--- config.mk ---
export PLATFORM = sky130hd
export DESIGN_NAME = fifo_irq_ctrl
export DESIGN_NICKNAME = d
export VERILOG_FILES = /design/src/rtl/fifo_irq_pkg.sv /design/src/rtl/fifo_lvl_track.sv /design/src/rtl/fifo_thr_reg.sv /design/src/rtl/fifo_irq_ctrl.sv
export SDC_FILE = /design/constraint.sdc
export NUM_CORES = 1
export LEC_CHECK = 0
export BUFFER_PORTS_ARGS = -buffer_cell sky130_fd_sc_hd__buf_2
export CORE_ASPECT_RATIO = 0.9
export CORE_MARGIN = 4
export CORE_UTILIZATION = 46
export DETAILED_ROUTE_END_ITERATION = 16
export PLACE_DENSITY = 0.81
export SLEW_MARGIN = 20
export SYNTH_ARGS = -nofsm -noshare
export SYNTH_HDL_FRONTEND = slang
export SYNTH_SLANG_ARGS = --single-unit
--- constraint.sdc ---
create_clock -name clk -period 2.9 [get_ports clk]
set_input_delay 0.58 -clock clk [delete_from_list [all_inputs] [get_ports clk]]
set_output_delay 0.58 -clock clk [all_outputs]
set_load 0.1 [all_outputs]
--- src/rtl/fifo_irq_pkg.sv ---
package fifo_irq_pkg;
  localparam int STAT_W = 6;
  localparam int ST_TXE = 0;
  localparam int ST_TXO = 1;
  localparam int ST_RXU = 2;
  localparam int ST_RXO = 3;
  localparam int ST_RXF = 4;
endpackage

--- src/rtl/fifo_lvl_track.sv ---
module fifo_lvl_track #(
  parameter int DEPTH = 16,
  parameter int LVL_W = $clog2(DEPTH + 1)
) (
  input  logic             clk,
  input  logic             rst,
  input  logic             push,
  input  logic             pop,
  output logic [LVL_W-1:0] level,
  output logic             push_drop,
  output logic             pop_empty
);
  localparam logic [LVL_W-1:0] FULL = LVL_W'(DEPTH);

  logic push_ok, pop_ok;

  assign push_ok   = push && (level != FULL);
  assign pop_ok    = pop && (level != '0);
  assign push_drop = push && (level == FULL);
  assign pop_empty = pop && (level == '0);

  always_ff @(posedge clk) begin
    if (rst) level <= '0;
    else if (push_ok && !pop_ok) level <= level + 1'b1;
    else if (pop_ok && !push_ok) level <= level - 1'b1;
  end


  lvl_range_chk: assert property (@(posedge clk) disable iff (rst) level <= FULL);

  lvl_up_chk: assert property (@(posedge clk) disable iff (rst)
    (push && !pop && level != FULL) |=> level == $past(level) + 1'b1);

  drop_hold_chk: assert property (@(posedge clk) disable iff (rst)
    (push && !pop && level == FULL) |=> level == FULL);
endmodule

--- src/rtl/fifo_thr_reg.sv ---
module fifo_thr_reg #(
  parameter int DEPTH = 16,
  parameter int REG_W = 8,
  parameter int THR_W = $clog2(DEPTH)
) (
  input  logic             clk,
  input  logic             rst,
  input  logic             we,
  input  logic [REG_W-1:0] wdata,
  output logic [THR_W-1:0] thr
);
  always_ff @(posedge clk) begin
    if (rst) thr <= '0;
    else if (we) thr <= wdata[THR_W-1:0];
  end


  thr_wr_chk: assert property (@(posedge clk) disable iff (rst)
    we |=> thr == $past(wdata[THR_W-1:0]));

  thr_hold_chk: assert property (@(posedge clk) disable iff (rst)
    !we |=> $stable(thr));
endmodule

--- src/rtl/fifo_irq_ctrl.sv ---
module fifo_irq_ctrl
  import fifo_irq_pkg::*;
#(
  parameter int DEPTH = 16,
  parameter int REG_W = 8,
  parameter int LVL_W = $clog2(DEPTH + 1),
  parameter int THR_W = $clog2(DEPTH)
) (
  input  logic              clk,
  input  logic              rst,
  input  logic              tx_push,
  input  logic              tx_pop,
  input  logic              rx_push,
  input  logic              rx_pop,
  input  logic              tx_thr_we,
  input  logic              rx_thr_we,
  input  logic [REG_W-1:0]  thr_wdata,
  input  logic              mask_we,
  input  logic [STAT_W-1:0] mask_wdata,
  input  logic              clr_txo,
  input  logic              clr_rxu,
  input  logic              clr_rxo,
  output logic [LVL_W-1:0]  tx_level,
  output logic [LVL_W-1:0]  rx_level,
  output logic [REG_W-1:0]  tx_thr_q,
  output logic [REG_W-1:0]  rx_thr_q,
  output logic [STAT_W-1:0] raw_stat,
  output logic [STAT_W-1:0] mask_stat,
  output logic              irq
);
  logic             tx_drop, tx_under_unused, rx_drop, rx_under;
  logic [THR_W-1:0] tx_thr, rx_thr;
  logic [STAT_W-1:0] mask_q;
  logic             txo_q, rxu_q, rxo_q;

  fifo_lvl_track #(.DEPTH(DEPTH), .LVL_W(LVL_W)) u_tx_lvl (
    .clk(clk), .rst(rst), .push(tx_push), .pop(tx_pop),
    .level(tx_level), .push_drop(tx_drop), .pop_empty(tx_under_unused));

  fifo_lvl_track #(.DEPTH(DEPTH), .LVL_W(LVL_W)) u_rx_lvl (
    .clk(clk), .rst(rst), .push(rx_push), .pop(rx_pop),
    .level(rx_level), .push_drop(rx_drop), .pop_empty(rx_under));

  fifo_thr_reg #(.DEPTH(DEPTH), .REG_W(REG_W), .THR_W(THR_W)) u_tx_thr (
    .clk(clk), .rst(rst), .we(tx_thr_we), .wdata(thr_wdata), .thr(tx_thr));

  fifo_thr_reg #(.DEPTH(DEPTH), .REG_W(REG_W), .THR_W(THR_W)) u_rx_thr (
    .clk(clk), .rst(rst), .we(rx_thr_we), .wdata(thr_wdata), .thr(rx_thr));

  assign tx_thr_q = REG_W'(tx_thr);
  assign rx_thr_q = REG_W'(rx_thr);

  // Sticky error flags: a new event outranks a clear in the same cycle.
  always_ff @(posedge clk) begin
    if (rst) begin
      txo_q <= 1'b0;
      rxu_q <= 1'b0;
      rxo_q <= 1'b0;
    end else begin
      txo_q <= tx_drop  | (txo_q & ~clr_txo);
      rxu_q <= rx_under | (rxu_q & ~clr_rxu);
      rxo_q <= rx_drop  | (rxo_q & ~clr_rxo);
    end
  end

  always_ff @(posedge clk) begin
    if (rst) mask_q <= '1;
    else if (mask_we) mask_q <= mask_wdata;
  end

  always_comb begin
    raw_stat         = '0;
    raw_stat[ST_TXE] = tx_level <= LVL_W'(tx_thr);
    raw_stat[ST_TXO] = txo_q;
    raw_stat[ST_RXU] = rxu_q;
    raw_stat[ST_RXO] = rxo_q;
    raw_stat[ST_RXF] = rx_level > LVL_W'(rx_thr);
  end

  assign mask_stat = raw_stat & mask_q;

  always_ff @(posedge clk) begin
    if (rst) irq <= 1'b0;
    else irq <= |mask_stat;
  end


  txo_set_chk: assert property (@(posedge clk) disable iff (rst)
    tx_drop |=> raw_stat[ST_TXO]);

  rxo_set_chk: assert property (@(posedge clk) disable iff (rst)
    rx_drop |=> raw_stat[ST_RXO]);

  txo_clr_chk: assert property (@(posedge clk) disable iff (rst)
    (clr_txo && !tx_drop) |=> !raw_stat[ST_TXO]);

  irq_quiet_chk: assert property (@(posedge clk) disable iff (rst)
    (mask_stat == '0) |=> !irq);
endmodule

==> flow_summary_export.csv <==
group,metric,value,unit
floorplanning,die_y,64.5,um
sta,rsz0062_at_grt,"false",
grt,grt-ovfl-total,0,
synth,synth_commonest_cells,"dfxtp_1 (27), nor2_1 (27), inv_1 (18)",
grt,grt_pass1_vias,1265,
hold_path,min_path_type,"flop to flop",
worst_setup_path,worstSetupEndpointType,"flop",
synth,synth.distinct_cells,31,
hold_path,whs_path_depth,2,
synth,postSynth.asyncResetShare,0,
floorplanning,start_util,0.480,
sta,holdWs,0.510,ns
cells_and_area,fin_area,2010,sq um
cts,cts_max_path_buffers,2,
synth,synth_top_family_by_area,"adder cells",
cts,clk_latency,0.26,ns
worst_setup_path,r2r_end,"u_rx_lvl.level[4]$_SDFFE_PP0P_",
synth,synth_enable_flop_cells,0,
worst_setup_path,worst-path-max-fanout,6,
grt,track_usage,0.161,
worst_setup_path,r2r-start,"u_rx_lvl.level[1]$_SDFFE_PP0P_",
cells_and_area,drive_gt1_frac,0.345,
synth,muxShareOfSynthArea,0.0804,
cts,postCtsHoldBufs,0,
cts,root_buffer,"clkbuf_8",
synth,yosysTopAreaCellShare,0.331,
placed_design,post_dp_cell_area,1950,sq um
synth,post-synth-top-area-cell,"dfxtp_1",
routing,drtPass1Iterations,4,
floorplanning,chipWidth,70.8,um
routing,via_count,1336,
routing,drt-total-wl,3480,um
worst_setup_path,cpPeakStageDelay,0.37,ns
placed_design,portBuffers,49,
cells_and_area,antenna_cells,0,
grt,grt_pass1_wl,6050,um
synth,synth-simple-area-share,0.138,
worst_setup_path,r2r_slack,0.24,ns
sta,timing.final.crit_share,0.916,
sta,fmax,377,MHz
synth,ys_ff_latch,27,
cts,htree_num_levels,1,
synth,synth_cells,188,
hold_path,hp-start,"u_rx_thr.thr[1]$_SDFFE_PP0P_",
worst_setup_path,critPathRequiredTime,3.06,ns
worst_setup_path,crit_arrival,2.82,ns
placed_design,place.gp.congestion,0.778,
sta,hold_violations,0,
worst_setup_path,cp-start-kind,"flop",
outcome,status,"finished clean",
floorplanning,rows,20,
worst_setup_path,cp_common_cell,"ha_1",
flow_run,drv_cap,0,
floorplanning,num_io_pins,65,
hold_path,hold_end,"u_rx_thr.thr[1]$_SDFFE_PP0P_",
sta,fin_crit,2.66,ns
cts,tritoncts,"done",
floorplanning,core-area,3400,sq um
routing,post-route-drc-count,0,
synth,synth-main-ff-cell,"dfxtp_1",
sta,skew,0.00212,ns
cts,numCtsBuffers,3,
routing,avgRoutedWirePerCell,12.8,um
cells_and_area,area_growth,22.9,%
worst_setup_path,cp_cell_sequence,"nor4_4 > a21boi_0 > ha_1 > inv_1 > ha_1 > a21o_1 > a21oi_1 > mux2i_1 > mux2_2",
routing,via_per_inst,4.89,
synth,synth_xor_area_frac,0.0375,
synth,synthTopCellsByArea,"dfxtp_1 (33%), ha_1 (13%), mux2i_1 (7.4%)",
worst_setup_path,r2r_cells,9,
synth,ys.warnings.count,0,
floorplanning,dieArea,4570,sq um
routing,ant_nets,0,
cts,post_cts_buffers,0,
synth,syn_area,1630,sq um
routing,drt_iter0_drc,41,
cells_and_area,fin_nets,275,
synth,syn_area_per_cell,8.69,sq um
grt,grt_start_max_net_pins,29,
worst_setup_path,crit_type,"flop to flop",
sta,final_max_slew_viol_count,0,
synth,synthAdderAreaFrac,0.155,
worst_setup_path,cp_slowest_cell,"dfxtp_2",
placed_design,dp_hpwl,2810,um
sta,finalSetupViolCount,0,
cts,cts.sinks,27,
cts,path_clk_slew,0.09,ns
synth,synth-seq-area-share,0.331,
synth,synth-compound-area-share,0.137,
grt,grt_antenna_before_repair,0,
-- critical path, delay by kind of cell (launching register included) --
family | cells | cell delay (ns)
flip-flops | 1 | 0.37
AO/OA/AOI/OAI | 3 | 0.51
buffers and inverters | 1 | 0.19
adder cells (fa/ha/maj) | 2 | 0.55
AND/OR/NAND/NOR | 1 | 0.37
multiplexers | 2 | 0.56
-- registers in the layout, summed over array words and instances (netlist names), 4 cells and up --
| register | flops |
|---|---|
| u_tx_lvl.level | 5 |
| mask_q | 5 |
| u_rx_lvl.level | 5 |
| u_tx_thr.thr | 4 |
| u_rx_thr.thr | 4 |
-- how the worst max path moves through the flow --
| stage | from | to | slack [ns] | cells past startpoint |
|---|---|---|---|---|
| 2_1_floorplan | u_tx_thr.thr[1]$_SDFFE_PP0P_ | mask_stat[0] | -0.05 | 5 |
| 3_3_place_gp | u_rx_lvl.level[1]$_SDFFE_PP0P_ | u_rx_lvl.level[4]$_SDFFE_PP0P_ | 0.24 | 9 |
| 3_5_place_dp | u_tx_lvl.level[0]$_SDFFE_PP0P_ | u_tx_lvl.level[4]$_SDFFE_PP0P_ | 0.16 | 11 |
| 4_1_cts | u_tx_lvl.level[0]$_SDFFE_PP0P_ | u_tx_lvl.level[4]$_SDFFE_PP0P_ | 0.14 | 11 |
| 5_1_grt | u_tx_lvl.level[0]$_SDFFE_PP0P_ | u_tx_lvl.level[4]$_SDFFE_PP0P_ | 0.04 | 11 |
| 6_report | u_rx_lvl.level[1]$_SDFFE_PP0P_ | u_rx_lvl.level[4]$_SDFFE_PP0P_ | 0.24 | 9 |
-- metrics by stage --
| stage | setup WS (ns) | cells | utilization | TNS, ns |
|---|---|---|---|---|
| floorplan | -0.0452 | 197 | - | -0.0452 |
| global placement | 0.238 | 269 | 0.572 | 0 |
| detailed placement | 0.159 | 269 | 0.572 | 0 |
| CTS | 0.138 | 273 | 0.586 | 0 |
| global route | 0.0395 | 273 | 0.590 | 0 |
| finish | 0.244 | 273 | 0.590 | 0 |
-- kinds of logic after synthesis --
group                    after synthesis
multiplexers                          13
adder cells (fa/ha/maj)               19
other                                  1
buffers and inverters                 39
XOR/XNOR                               7
AND/OR/NAND/NOR                       49
flip-flops                            27
AO/OA/AOI/OAI                         33
-- what timing repair did --
| action | in CTS | in global routing |
|---|---|---|
| gates resized for setup | 0 | 2 |
| endpoints found under the setup margin | 0 | 2 |
| endpoints found under the hold margin | 0 | 0 |
-- per-layer routing --
| metal | vias to the layer above | wire (um) | global-route usage | part of all wire |
|---|---|---|---|---|
| met5 | - | 0 | 0 | 0 |
| li1 | 695 | - | - | - |
| met2 | 48 | 1590 | 0.264 | 0.46 |
| met1 | 591 | 1590 | 0.220 | 0.46 |
| met3 | 2 | 292 | 0.0465 | 0.084 |
| met4 | 0 | 12 | 0.0141 | 0.0034 |
-- layout make-up --
cell class	instances	area [sq um]
flip-flops and latches	27	576
fillers	312	1400
inverters	18	67.6
repair buffers	49	245
well taps	44	55.1
multi-input cells	131	1020
clock buffers	4	45.0
-- cell usage in the layout (no fill, tap or decap), types with 2 or more instances in the layout --
cell,instances
conb_1,10
nor2_1,27
a21oi_1,11
buf_2,49
inv_1,16
xnor2_1,3
fa_1,2
xor2_1,4
o21ai_0,4
and2_1,3
a211o_1,5
dfxtp_1,13
nand2_1,4
dfxtp_2,7
inv_2,2
ha_1,15
dfxtp_4,7
clkbuf_8,3
ha_4,2
a32oi_1,3
mux2i_1,12
a21boi_0,2
nor2b_1,7
a21o_1,3
Power is not shown: default switching activity piles up to over one toggle a cycle in this logic, so the estimate is an artifact.
